### src/rtl/rlcs_pkg.sv
package rlcs_pkg;
  typedef enum logic [1:0] {
    PASS_SIGPROP = 2'd0,
    PASS_REFINE  = 2'd1,
    PASS_CLEANUP = 2'd2,
    PASS_IDLE    = 2'd3
  } pass_e;

  typedef enum logic [1:0] {
    SLOT_RUNLEN  = 2'd0,
    SLOT_UNIFORM = 2'd1,
    SLOT_DATA    = 2'd2,
    SLOT_SIGN    = 2'd3
  } slot_kind_e;
endpackage

### src/rtl/rlcs_run_detect.sv
module rlcs_run_detect #(
  parameter int ROWS  = 4,
  parameter int POS_W = 2
) (
  input  logic [1:0]       pass_id,
  input  logic [ROWS-1:0]  pflag,
  input  logic [ROWS-1:0]  data,
  input  logic [ROWS-1:0]  nbr_sig,
  input  logic [ROWS-1:0]  sig,
  output logic             run_mode,
  output logic             run_intr,
  output logic [POS_W-1:0] intr_pos
);
  import rlcs_pkg::*;

  logic [POS_W-1:0] first_one;

  always_comb begin
    run_mode = (pass_id == PASS_CLEANUP) && (&pflag) && !(|sig) && !(|nbr_sig);
    run_intr = run_mode && (|data);
  end

  // topmost set data bit wins: scan from the bottom so lower indices overwrite
  always_comb begin
    first_one = '0;
    for (int r = ROWS - 1; r >= 0; r--) begin
      if (data[r]) first_one = POS_W'(r);
    end
    intr_pos = run_intr ? first_one : '0;
  end
endmodule

### src/rtl/rlcs_slot_request.sv
module rlcs_slot_request #(
  parameter int ROWS  = 4,
  parameter int POS_W = 2,
  parameter int NCAND = 1 + POS_W + 2 * ROWS
) (
  input  logic                        run_mode,
  input  logic                        run_intr,
  input  logic [POS_W-1:0]            intr_pos,
  input  logic [ROWS-1:0]             pflag,
  input  logic [ROWS-1:0]             data,
  input  logic [ROWS-1:0]             sig,
  output logic [NCAND-1:0]            cand_act,
  output logic [NCAND-1:0][1:0]       cand_kind,
  output logic [NCAND-1:0][POS_W-1:0] cand_row
);
  import rlcs_pkg::*;

  localparam int ROW_BASE = 1 + POS_W;

  // run-length symbol occupies candidate 0
  assign cand_act[0]  = run_mode;
  assign cand_kind[0] = SLOT_RUNLEN;
  assign cand_row[0]  = '0;

  // uniform position bits, MSB first
  for (genvar u = 0; u < POS_W; u++) begin : g_uni
    assign cand_act[1+u]  = run_intr;
    assign cand_kind[1+u] = SLOT_UNIFORM;
    assign cand_row[1+u]  = intr_pos;
  end

  for (genvar r = 0; r < ROWS; r++) begin : g_row
    logic below_hit;
    logic at_hit;
    logic data_on;
    logic sign_on;

    always_comb begin
      below_hit = run_intr && (POS_W'(r) > intr_pos);
      at_hit    = run_intr && (POS_W'(r) == intr_pos);
      if (run_mode) begin
        data_on = below_hit && pflag[r];
        sign_on = at_hit || (below_hit && pflag[r] && data[r] && !sig[r]);
      end else begin
        data_on = pflag[r];
        sign_on = pflag[r] && data[r] && !sig[r];
      end
    end

    assign cand_act[ROW_BASE+2*r]    = data_on;
    assign cand_kind[ROW_BASE+2*r]   = SLOT_DATA;
    assign cand_row[ROW_BASE+2*r]    = POS_W'(r);
    assign cand_act[ROW_BASE+2*r+1]  = sign_on;
    assign cand_kind[ROW_BASE+2*r+1] = SLOT_SIGN;
    assign cand_row[ROW_BASE+2*r+1]  = POS_W'(r);
  end
endmodule

### src/rtl/rlcs_slot_packer.sv
module rlcs_slot_packer #(
  parameter int POS_W = 2,
  parameter int NCAND = 11,
  parameter int NSLOT = 10
) (
  input  logic [NCAND-1:0]            cand_act,
  input  logic [NCAND-1:0][1:0]       cand_kind,
  input  logic [NCAND-1:0][POS_W-1:0] cand_row,
  output logic [NSLOT-1:0]            slot_act,
  output logic [NSLOT-1:0][1:0]       slot_kind,
  output logic [NSLOT-1:0][POS_W-1:0] slot_row
);
  localparam int IDX_W = $clog2(NCAND + 1);

  always_comb begin
    logic [IDX_W-1:0] fill;
    fill      = '0;
    slot_act  = '0;
    slot_kind = '0;
    slot_row  = '0;
    for (int c = 0; c < NCAND; c++) begin
      if (cand_act[c]) begin
        if (int'(fill) < NSLOT) begin
          slot_act[fill]  = 1'b1;
          slot_kind[fill] = cand_kind[c];
          slot_row[fill]  = cand_row[c];
        end
        fill = fill + 1'b1;
      end
    end
  end
endmodule

### src/rtl/rl_ctx_strobe_gen.sv
module rl_ctx_strobe_gen #(
  parameter int ROWS  = 4,
  parameter int POS_W = $clog2(ROWS),
  parameter int NSLOT = 2 * ROWS + POS_W
) (
  input  logic                     clk,
  input  logic                     rst_n,
  input  logic                     col_valid,
  input  logic [1:0]               pass_id,
  input  logic [ROWS-1:0]          pflag,
  input  logic [ROWS-1:0]          data,
  input  logic [ROWS-1:0]          nbr_sig,
  input  logic [ROWS-1:0]          sig,
  output logic                     out_valid,
  output logic                     run_mode,
  output logic                     run_intr,
  output logic [POS_W-1:0]         intr_pos,
  output logic [NSLOT-1:0]         slot_act,
  output logic [2*NSLOT-1:0]       slot_kind,
  output logic [POS_W*NSLOT-1:0]   slot_row
);
  localparam int NCAND = 1 + POS_W + 2 * ROWS;

  logic                        rm_c, ri_c;
  logic [POS_W-1:0]            pos_c;
  logic [NCAND-1:0]            cand_act;
  logic [NCAND-1:0][1:0]       cand_kind;
  logic [NCAND-1:0][POS_W-1:0] cand_row;
  logic [NSLOT-1:0]            pk_act;
  logic [NSLOT-1:0][1:0]       pk_kind;
  logic [NSLOT-1:0][POS_W-1:0] pk_row;

  rlcs_run_detect #(.ROWS(ROWS), .POS_W(POS_W)) detect_i (
    .pass_id (pass_id), .pflag(pflag), .data(data), .nbr_sig(nbr_sig), .sig(sig),
    .run_mode(rm_c), .run_intr(ri_c), .intr_pos(pos_c)
  );

  rlcs_slot_request #(.ROWS(ROWS), .POS_W(POS_W), .NCAND(NCAND)) request_i (
    .run_mode(rm_c), .run_intr(ri_c), .intr_pos(pos_c),
    .pflag(pflag), .data(data), .sig(sig),
    .cand_act(cand_act), .cand_kind(cand_kind), .cand_row(cand_row)
  );

  rlcs_slot_packer #(.POS_W(POS_W), .NCAND(NCAND), .NSLOT(NSLOT)) packer_i (
    .cand_act(cand_act), .cand_kind(cand_kind), .cand_row(cand_row),
    .slot_act(pk_act), .slot_kind(pk_kind), .slot_row(pk_row)
  );

  // next state: flags and strobes cleared on idle cycles, tags held
  logic                   valid_d, rm_d, ri_d;
  logic [NSLOT-1:0]       act_d;
  logic [POS_W-1:0]       pos_d;
  logic [2*NSLOT-1:0]     kind_d;
  logic [POS_W*NSLOT-1:0] row_d;

  always_comb begin
    valid_d = col_valid;
    rm_d    = col_valid && rm_c;
    ri_d    = col_valid && ri_c;
    act_d   = col_valid ? pk_act : '0;
    pos_d   = intr_pos;
    kind_d  = slot_kind;
    row_d   = slot_row;
    if (col_valid) begin
      pos_d  = pos_c;
      kind_d = pk_kind;
      row_d  = pk_row;
    end
  end

  always_ff @(posedge clk or negedge rst_n) begin
    if (!rst_n) begin
      out_valid <= 1'b0;
      run_mode  <= 1'b0;
      run_intr  <= 1'b0;
      intr_pos  <= '0;
      slot_act  <= '0;
      slot_kind <= '0;
      slot_row  <= '0;
    end else begin
      out_valid <= valid_d;
      run_mode  <= rm_d;
      run_intr  <= ri_d;
      intr_pos  <= pos_d;
      slot_act  <= act_d;
      slot_kind <= kind_d;
      slot_row  <= row_d;
    end
  end
endmodule

### config.mk
export PLATFORM = sky130hd
export DESIGN_NAME = rl_ctx_strobe_gen
export DESIGN_NICKNAME = d
export VERILOG_FILES = /design/src/rtl/rlcs_pkg.sv /design/src/rtl/rlcs_run_detect.sv /design/src/rtl/rlcs_slot_request.sv /design/src/rtl/rlcs_slot_packer.sv /design/src/rtl/rl_ctx_strobe_gen.sv
export SDC_FILE = /design/constraint.sdc
export NUM_CORES = 1
export LEC_CHECK = 0
export BUFFER_PORTS_ARGS = -buffer_cell sky130_fd_sc_hd__buf_4
export CAP_MARGIN = 5
export CORE_MARGIN = 2
export CORE_UTILIZATION = 51
export DETAILED_ROUTE_END_ITERATION = 8
export PLACE_DENSITY = 0.73
export SETUP_SLACK_MARGIN = 0.3
export SYNTH_ARGS = -nofsm -noshare
export SYNTH_HDL_FRONTEND = slang
export SYNTH_SLANG_ARGS = --single-unit
### constraint.sdc
create_clock -name clk -period 0.8 [get_ports clk]
set_input_delay 0.16 -clock clk [delete_from_list [all_inputs] [get_ports clk]]
set_output_delay 0.16 -clock clk [all_outputs]
set_load 0.005 [all_outputs]
==> results of run 1 <==
[per-stage QoR]
stage	cell area [sq um]	cells	setup TNS [ns]	utilization	hold slack, ns
2_1_floorplan	4240	461	-230.43	-	-0.136
3_3_place_gp	5980	765	-218.18	0.778	0.0494
3_5_place_dp	5980	765	-229.47	0.778	0.0505
4_1_cts	7090	833	-209.20	0.923	-0.287
[routing by layer]
layer,overflow,GRT usage
met1,9,0.883
met2,333,1.16
met3,3,0.755
met4,152,1.06
met5,7,0.397
[repair_timing]
action,CTS
setup endpoints to repair,109
pin swaps,50
setup buffers,60
gates resized for setup,129
hold endpoints to repair,55
[logic make-up after synthesis]
family	synth area share
fa+ha+maj	0.0644
simple gates	0.262
buf+inv	0.0434
compound gates	0.227
mux	0.0242
xor+xnor	0.0384
flops	0.341
[synthesized netlist by cell type (all sizes together) (3+ instances only)]
cell type | instances | share of area
nand4 | 4 | 0.0093
nor4 | 8 | 0.020
xnor3 | 3 | 0.017
o31ai | 10 | 0.019
and3b | 3 | 0.0065
nor2b | 3 | 0.0046
o22ai | 8 | 0.012
a21oi | 24 | 0.030
dfrtp | 55 | 0.34
nand2b | 8 | 0.014
a31oi | 22 | 0.034
o211ai | 5 | 0.011
nand2 | 55 | 0.051
or4 | 3 | 0.0065
o32a | 3 | 0.0074
o21a | 6 | 0.011
nor3 | 10 | 0.016
a211o | 5 | 0.011
nand3b | 3 | 0.0056
xnor2 | 10 | 0.022
and3 | 7 | 0.011
clkbuf | 13 | 0.012
a21boi | 3 | 0.0056
buf | 12 | 0.015
mux2 | 3 | 0.0093
or3 | 3 | 0.0046
and4 | 3 | 0.0065
ha | 20 | 0.062
o22a | 3 | 0.0065
inv | 16 | 0.015
mux2i | 6 | 0.015
nor2 | 61 | 0.057
o21ai | 13 | 0.016
o31a | 3 | 0.0065
and2 | 8 | 0.012
nand3 | 7 | 0.0087
==> metrics.yaml, run 1 <==
outcome:
  status: "did not finish"
  failed_stage: "5_1_grt"
  tool.error: "[ERROR GRT-0232] Routing congestion too high. Check the congestion heatmap in the GUI."
die:
  die_h_um: 93.0
  initial_core_util: 0.525
  ios: 76
  dieWidth_um: 93.0
  placementRows: 32
clock_tree:
  clock_path_buffers: 2
  clock-sinks: 55
  cts_buffers: 5
  h-tree-depth: 2
  cts_root_buf: "clkbuf_8"
synth:
  seq_area_frac_synth: 0.341
  ys_warn_count: 0
  synthesis.area_sq_um: 4040
  syn-num-nets: 502
  synth_flop_cell: "dfrtp_1"
  avgSynthCellArea_sq_um: 8.76
  async_reset_ff_frac: 1.00
  synth_edf_count: 0
  synth_cell_type_count: 76
  synth_seq_cells: 55
  syn_inst: 461
global_route:
  grt_remaining_overflow: 504
  grt_usage: 0.947
  grt_max_degree: 53
placed_design:
  place_congestion: 0.932
  dp_slack_ns: -4.71
  io_buffer_count: 75
  hpwl_um: 11200
sta:
  worst_endpoint: "slot_row[0]$_DFFE_PN0P_/D"
  endpoint_type: "register data pin"
==> run 2: changes to the inputs <==
--- a/config.mk
+++ b/config.mk
@@ -8,10 +8,9 @@
 export BUFFER_PORTS_ARGS = -buffer_cell sky130_fd_sc_hd__buf_4
 export CAP_MARGIN = 5
 export CORE_MARGIN = 2
-export CORE_UTILIZATION = 51
+export CORE_UTILIZATION = 40
 export DETAILED_ROUTE_END_ITERATION = 8
-export PLACE_DENSITY = 0.73
-export SETUP_SLACK_MARGIN = 0.3
+export PLACE_DENSITY_LB_ADDON = 0.15
 export SYNTH_ARGS = -nofsm -noshare
 export SYNTH_HDL_FRONTEND = slang
 export SYNTH_SLANG_ARGS = --single-unit
==> constraint.sdc (replaced) <==
create_clock -name clk -period 1 [get_ports clk]
set_input_delay 0.2 -clock clk [delete_from_list [all_inputs] [get_ports clk]]
set_output_delay 0.2 -clock clk [all_outputs]
set_load 0.005 [all_outputs]
==> run 2 against run 1 <==
Against the previous run:
- the flow now finishes, with violations (setup timing)
- area after synthesis unchanged
- synthesized cell count stayed put
==> metrics.yaml, run 2 <==
die:
  fp.dieArea_sq_um: 10900
  ios: 76
  die_h_um: 104
  dieWidth_um: 104
  initial_core_util: 0.413
  placementRows: 36
  core_sq_um: 9770
finish:
  synthToLayoutAreaGrowth_pct: 86.2
  final_common_cell: "buf_4"
  diodes: 0
  utilization: 0.769
  fin_nets: 790
  final_cell_mix: "buf_4, buf_6, nor2_1, dfrtp_1, nand2_1"
  top_regs: "slot_kind: 20 flops, slot_row: 20 flops, slot_act: 10 flops"
  drive_above_1_share: 0.559
global_route:
  grt_usage: 0.294
  busiest_layer: "met2"
  first_global_vias: 4968
  grt_use_met1: 0.367
  use_met3: 0.0439
  grt_util_met2: 0.517
  grt_pass1_wl_um: 25300
  grt_remaining_overflow: 0
  grt_max_degree: 30
  antenna_found_initial: 0
placed_design:
  dp_slack_ns: -4.41
  hpwl_um: 11500
  place_congestion: 0.945
  io_buffer_count: 75
critical_path:
  cp_max_fo: 4
  worstPathArrival_ns: 5.07
  ff2ff_setup_slack_ns: 0.04
  end_kind: "register"
  crit_path_start_kind: "primary input"
  worstSetupPathType: "primary input to register"
  worst_ep_required_time_ns: 1.21
job:
  maxCapViolCount: 0
sta:
  fmax_mhz: 206
  worst_pin_slew_ns: 0.645
  slew_violations: 0
  slew_headroom: 0.567
  finalWorstSetupSlack_ns: -3.86
  skew_ns: 0
  setup_violations: 107
  finalCriticalPeriod_ns: 4.86
  fin_crit_sh: 4.86
  rsz0062_at_grt: "true"
  hold_viol: 0
synth:
  synth_flop_cell: "dfrtp_1"
  synth_edf_count: 0
  syn_inst: 461
  synth_cell_type_count: 76
  synthesis.area_sq_um: 4040
  syn-num-nets: 502
  ys_warn_count: 0
  synth_top_area_frac: 0.341
  seq_area_frac_synth: 0.341
  synth_most_common_cell: "nor2_1"
  synth_top_area_cell: "dfrtp_1"
  synth_seq_cells: 55
  async_reset_ff_frac: 1.00
  avgSynthCellArea_sq_um: 8.76
  synth_area_leaders: "dfrtp_1, ha_1, nor2_1, nand2_1, a31oi_1"
  yosys-top-cells-count: "nor2_1, dfrtp_1, nand2_1, a21oi_1, a31oi_1"
detailed_routing:
  post-route-drc-count: 0
  wire_per_inst_um: 18.3
  first_pass_iters: 5
  vias_per_cell: 5.38
  drtIter0Drc: 315
  drt_wl_total_um: 16100
  vias: 4748
  ant_nets: 0
clock_tree:
  cts_tree: "done"
  clock_latency_ns: 0.31
  cts_root_buf: "clkbuf_8"
  cts_buffers: 5
  clock-sinks: 55
  clock_path_buffers: 2
  clk_pin_slew_ns: 0.10
  h-tree-depth: 2
power:
  p_leak_nw: 3.56
  power_density_nw_per_um2: 956
  vdd_ir_drop_max_mv: 0.628
outcome:
  status: "finished, violations left"
  violations: "setup timing"
min_path:
  hold_path_class: "primary input to register"
==> run 2: cell counts after synthesis <==
No cell type changed its count.
==> run 2: cell families after synthesis <==
family,Yosys count,synth area share
adder cells (fa/ha/maj),21,0.0644
flip-flops,55,0.341
AO/OA/AOI/OAI,126,0.227
XOR/XNOR,13,0.0384
multiplexers,9,0.0242
AND/OR/NAND/NOR,195,0.262
buffers and inverters,42,0.0434
==> run 2: cell type report <==
type | instances | area [sq um]
clock buffer | 5 | 68.8
sequential | 55 | 1380
multi-input combinational | 364 | 3110
timing repair buffer | 306 | 2700
clock inverter | 3 | 27.5
tap | 133 | 166
fill | 719 | 2260
inverter | 17 | 73.8
==> run 2: worst max-delay path, cell delays in order <==
cell	delay, ns
buf_6	0.09
or4_4	0.54
nor4b_4	0.22
buf_4	0.18
buf_12	0.11
o22ai_4	0.08
ha_4	0.24
a311oi_4	0.26
inv_2	0.09
ha_4	0.22
nand2b_4	0.15
nand2_4	0.08
inv_4	0.04
ha_4	0.26
nand2_4	0.05
o221a_4	0.23
inv_4	0.06
ha_4	0.12
nand3b_1	0.09
mux2i_1	0.14
mux2i_2	0.28
xnor2_2	0.14
nor3_4	0.25
a2111oi_4	0.09
o31a_1	0.36
nand2b_4	0.18
o32a_1	0.29
==> run 2: path summary, 6_finish.rpt <==
check,from,to,depth (start not counted)
setup reg to reg,slot_kind[0],slot_kind[0],3
hold reg to reg,intr_pos[1],intr_pos[1],2
hold / removal,data[0],intr_pos[0],3
setup / recovery,sig[0],slot_row[0],27
max in group asynchronous,rst_n,slot_row[4],3
min in group asynchronous,rst_n,run_intr,2
==> run 2: metrics by stage <==
| step | cell area, sq um | cells | hold WS, ns | power [mW] | setup TNS [ns] |
|---|---|---|---|---|---|
| after floorplan | 4240 | 461 | -0.0956 | 3.69 | -221.79 |
| after global placement | 6090 | 809 | 0.110 | 4.94 | -212.10 |
| after detailed placement | 6090 | 809 | 0.114 | 4.98 | -216.48 |
| after CTS | 7330 | 877 | 0.219 | 6.84 | -189.60 |
| after global routing | 7520 | 883 | 0.242 | 7.55 | -201.57 |
| final | 7520 | 883 | 0.235 | 7.19 | -190.39 |
==> run 2: repair_timing <==
| item | CTS | global route |
|---|---|---|
| gates cloned | 0 | 0 |
| resized for setup | 157 | 45 |
| buffers inserted | 60 | 24 |
| hold endpoints to repair | 20 | 0 |
| hold buffers | 1 | 0 |
| endpoints found under the setup margin | 109 | 109 |
| pin swaps | 35 | 22 |
==> run 2: power breakdown <==
group / switching [mW] / internal (mW) / total, mW
sequential: 0.135 / 2.41 / 2.54
combinational: 1.49 / 1.84 / 3.33
clock: 0.804 / 0.516 / 1.32
==> run 2: layer usage <==
| metal | up-vias | part of all wire |
|---|---|---|
| met5 | - | 0 |
| met4 | 0 | 0.022 |
| met3 | 29 | 0.039 |
| met2 | 131 | 0.51 |
| met1 | 2318 | 0.43 |
| li1 | 2270 | - |
Note: power is estimated with default switching activity, not from simulation.
==> run 3: changes to the inputs <==
--- a/config.mk
+++ b/config.mk
@@ -13,4 +13,5 @@
 export PLACE_DENSITY_LB_ADDON = 0.15
 export SYNTH_ARGS = -nofsm -noshare
 export SYNTH_HDL_FRONTEND = slang
+export SYNTH_HIERARCHICAL = 1
 export SYNTH_SLANG_ARGS = --single-unit
==> run 3 against run 2 <==
Against the previous run:
- the run still ends with setup timing left
- largest cell class unchanged
- sequential power about the same
- sequential cell count unchanged
- total power increased by 28%
==> metrics.yaml, run 3 <==
clock_tree:
  h-tree-depth: 2
  clk_pin_slew_ns: 0.07
  clock_latency_ns: 0.30
  cts_buffers: 5
  cts_tree: "done"
  clock_path_buffers: 2
  cts_root_buf: "clkbuf_16"
  clock-sinks: 55
critical_path:
  cp_slowest_cell: "fa_1"
  crit_top_cell: "buf_6"
  crit_path_start_kind: "primary input"
  worstSetupPathType: "primary input to register"
  crit_start: "nbr_sig[3]"
  end_kind: "register"
  cp_max_fo: 7
  worst_ep_required_time_ns: 1.24
  ff2ff_setup_slack_ns: 0.08
  slowest_delay_ns: 0.53
  worstPathArrival_ns: 4.96
  r2r-start: "slot_row[10]"
die:
  initial_core_util: 0.409
  fp.dieArea_sq_um: 21900
  ios: 76
  placementRows: 52
  dieWidth_um: 148
  die_h_um: 148
  core_sq_um: 20300
finish:
  drive_above_1_share: 0.516
  stdcell_area_sq_um: 12900
  final_cell_mix: "buf_4, mux2i_1, buf_6, dfrtp_1, mux2_4"
  multi_input_area_sq_um: 7190
  synthToLayoutAreaGrowth_pct: 55.6
  filler_cell_count: 1745
  top_regs: "slot_kind: 20 flops, slot_row: 20 flops, slot_act: 10 flops"
  fin_nets: 1342
  ff_latch_area_sq_um: 1380
  final_common_cell: "buf_4"
  diodes: 0
synth:
  yosys-top-cells-count: "mux2i_1, buf_4, dfrtp_1, nand2_1, nor2_1"
  synth_edf_count: 0
  synth_top_area_cell: "dfrtp_1"
  synth_top_area_frac: 0.166
  synth_flop_cell: "dfrtp_1"
  synthesis.area_sq_um: 8300
  syn_inst: 971
  seq_area_frac_synth: 0.166
  async_reset_ff_frac: 1.00
  avgSynthCellArea_sq_um: 8.55
  synth_seq_cells: 55
  synth_area_leaders: "dfrtp_1, mux2i_1, mux2_4, mux2_2, buf_4"
  ys_warn_count: 6
  synth_cell_type_count: 91
  synth_most_common_cell: "mux2i_1"
sta:
  finalCriticalPeriod_ns: 4.72
  finalWorstSetupSlack_ns: -3.72
  skew_ns: 0
  setup_violations: 95
  worst_hold_slack_ns: 0.256
  fmax_mhz: 212
  slew_headroom: 0.589
  rsz0062_at_grt: "true"
  slew_violations: 0
  worst_pin_slew_ns: 0.611
  hold_viol: 0
  fin_crit_sh: 4.72
outcome:
  violations: "setup timing"
  status: "finished, violations left"
global_route:
  grt_max_degree: 23
  first_global_vias: 9106
  grt_usage: 0.286
  antenna_found_initial: 0
  grt_pass1_wl_um: 49200
  grt_remaining_overflow: 0
detailed_routing:
  ant_nets: 0
  post-route-drc-count: 0
  drtIter0Drc: 813
  vias: 9121
  wire_per_inst_um: 20.4
  first_pass_iters: 6
  drt_wl_total_um: 32400
  vias_per_cell: 5.76
min_path:
  hold_start: "col_valid"
  hold_path_class: "primary input to register"
power:
  vdd_ir_drop_max_mv: 0.745
  p_total_mw: 9.22
  p_leak_nw: 6.16
  power_density_nw_per_um2: 713
placed_design:
  placed_area_sq_um: 11100
  dp_slack_ns: -4.26
  hpwl_um: 25000
  io_buffer_count: 75
  place_congestion: 0.952
job:
  maxCapViolCount: 0
## run 3: cell types whose count changed after synthesis, moves of 12 or more
| cell | previous run | this run |
|---|---|---|
| a22o_1 | 0 | 17 |
| clkbuf_1 | 13 | 38 |
| or3_1 | 3 | 22 |
| mux2_2 | 2 | 50 |
| mux2i_1 | 6 | 127 |
| ha_1 | 20 | 8 |
| buf_4 | 0 | 55 |
| mux2_4 | 1 | 38 |
| o21ai_0 | 12 | 25 |
| nor3_1 | 8 | 27 |
| inv_1 | 14 | 26 |
| nand3_1 | 7 | 29 |
## run 3: per-layer routing
layer | vias up | share of wire | track usage
li1 | 4270 | - | -
met1 | 4494 | 0.45 | 0.406
met2 | 311 | 0.47 | 0.467
met3 | 46 | 0.061 | 0.0377
met4 | 0 | 0.017 | 0.0586
met5 | - | 0 | 0
## run 3: layout make-up
type / instances / share of cell area
Inverter: 27 / 0.00939
Clock buffer: 5 / 0.00968
Multi-Input combinational cell: 799 / 0.557
Sequential cell: 55 / 0.107
Tap cell: 270 / 0.0261
Timing Repair Buffer: 424 / 0.288
Clock inverter: 3 / 0.00358
## run 3: final timing paths
check | endpoint | cells after the start
hold reg to reg | slot_row[16] | 1
hold / removal | out_valid | 2
setup / recovery | slot_kind[4] | 25
max in group asynchronous | slot_row[19] | 3
min in group asynchronous | slot_kind[14] | 2
setup reg to reg | slot_row[10] | 2
## run 3: through the flow
step,setup TNS [ns],cells,util
after CTS,-180.57,1559,0.611
final,-183.89,1583,0.636
after global placement,-205.33,1505,0.547
after detailed placement,-207.53,1505,0.547
after global routing,-195.72,1583,0.636
after floorplan,-200.43,1009,-
## run 3: critical path: cells and delay by family
family / cells / cell delay, ns
XOR/XNOR: 1 / 0.33
buffers and inverters: 7 / 0.76
AO/OA/AOI/OAI: 6 / 1.23
multiplexers: 2 / 0.35
AND/OR/NAND/NOR: 6 / 1.13
adder cells (fa/ha/maj): 3 / 0.92
## run 3: kinds of logic after synthesis
family,share of synthesized area
and+or+nand+nor,0.204
xor gates and xnor gates,0.0300
muxes,0.291
adders and majority gates,0.0157
other,0.000904
AOI/OAI and AO/OA,0.185
buffers and inverters,0.108
DFF,0.166
## run 3: report_power, final
group	leakage (nW)	switching, mW	internal [mW]	total (mW)
clock network	0.0804	0.821	1.19	2.01
logic	5.33	2.17	2.47	4.64
registers	0.744	0.144	2.42	2.56
## run 3: repair_timing
item                                    4_1_cts  5_1_grt
hold endpoints to repair                     18        0
hold buffers                                  1        0
resized for setup                           173       76
buffers inserted                             50       26
pin swaps                                    51       45
endpoints found under the setup margin      105      109
==> run 4: changes to the inputs <==
--- a/config.mk
+++ b/config.mk
@@ -8,9 +8,9 @@
 export BUFFER_PORTS_ARGS = -buffer_cell sky130_fd_sc_hd__buf_4
 export CAP_MARGIN = 5
 export CORE_MARGIN = 2
-export CORE_UTILIZATION = 40
+export CORE_UTILIZATION = 60
 export DETAILED_ROUTE_END_ITERATION = 8
-export PLACE_DENSITY_LB_ADDON = 0.15
+export PLACE_DENSITY = 0.8
 export SYNTH_ARGS = -nofsm -noshare
 export SYNTH_HDL_FRONTEND = slang
 export SYNTH_HIERARCHICAL = 1
==> run 4 against run 3 <==
Against the previous run:
- the run now fails in 5_1_grt
- synthesized cell count unchanged
- area after synthesis unchanged
==> metrics.yaml, run 4 <==
clock_tree:
  cts_root_buf: "clkbuf_16"
  cts_buffers: 5
  h-tree-depth: 2
  clock-sinks: 55
  clock_path_buffers: 2
synth:
  synth_cell_type_count: 91
  avgSynthCellArea_sq_um: 8.55
  synth_seq_cells: 55
  synthesis.area_sq_um: 8300
  synthSimpleGateAreaFrac: 0.204
  seq_area_frac_synth: 0.166
  synth_top_family_by_area: "multiplexers"
  synth_flop_cell: "dfrtp_1"
  synth_compound_area_frac: 0.185
  ys_warn_count: 6
  syn_inst: 971
  synth_top_area_frac: 0.166
  synthAdderAreaFrac: 0.0157
  synth_top_area_cell: "dfrtp_1"
  synth_edf_count: 0
  yosys-top-cells-count: "mux2i_1, buf_4, dfrtp_1, nand2_1, nor2_1"
  synth_most_common_cell: "mux2i_1"
  synthMuxAreaShare: 0.291
  synth_area_leaders: "dfrtp_1, mux2i_1, mux2_4, mux2_2, buf_4"
  async_reset_ff_frac: 1.00
  synth-xor-area-share: 0.0300
global_route:
  grt_usage: 1.09
  grt_remaining_overflow: 2054
  grt_max_degree: 43
sta:
  endpoint_type: "register data pin"
  worst_endpoint: "slot_kind[9]$_DFFE_PN0P_/D"
die:
  placementRows: 42
  dieWidth_um: 122
  die_h_um: 122
  ios: 76
  initial_core_util: 0.620
placed_design:
  io_buffer_count: 75
  hpwl_um: 25400
  place_congestion: 1.03
outcome:
  failed_stage: "5_1_grt"
  status: "did not finish"
  tool.error: "[ERROR GRT-0232] Routing congestion too high. Check the congestion heatmap in the GUI."
[run 4: cells by family after synthesis]
kind of cell               Yosys count
and+or+nand+nor                    303
muxes                              216
AOI/OAI and AO/OA                  207
buffers and inverters              155
DFF                                 55
xor gates and xnor gates            23
adders and majority gates           10
other                                2
[run 4: what timing repair did]
item / CTS
endpoints found under the hold margin: 13
pin swaps: 32
gates resized for setup: 154
setup buffers: 32
endpoints found under the setup margin: 109
hold buffers: 1
gates cloned: 0
[run 4: metal layers]
layer	overflow	track usage
met2	1562	1.53
met5	9	0.531
met4	414	1.22
met1	37	0.908
met3	32	0.791
[run 4: through the flow]
step	instance area (sq um)	util	cells	setup slack (ns)
after CTS	12000	0.897	1448	-3.69
after detailed placement	10900	0.816	1407	-4.37
after global placement	10900	0.816	1407	-4.11
after floorplan	8840	-	1009	-4.15
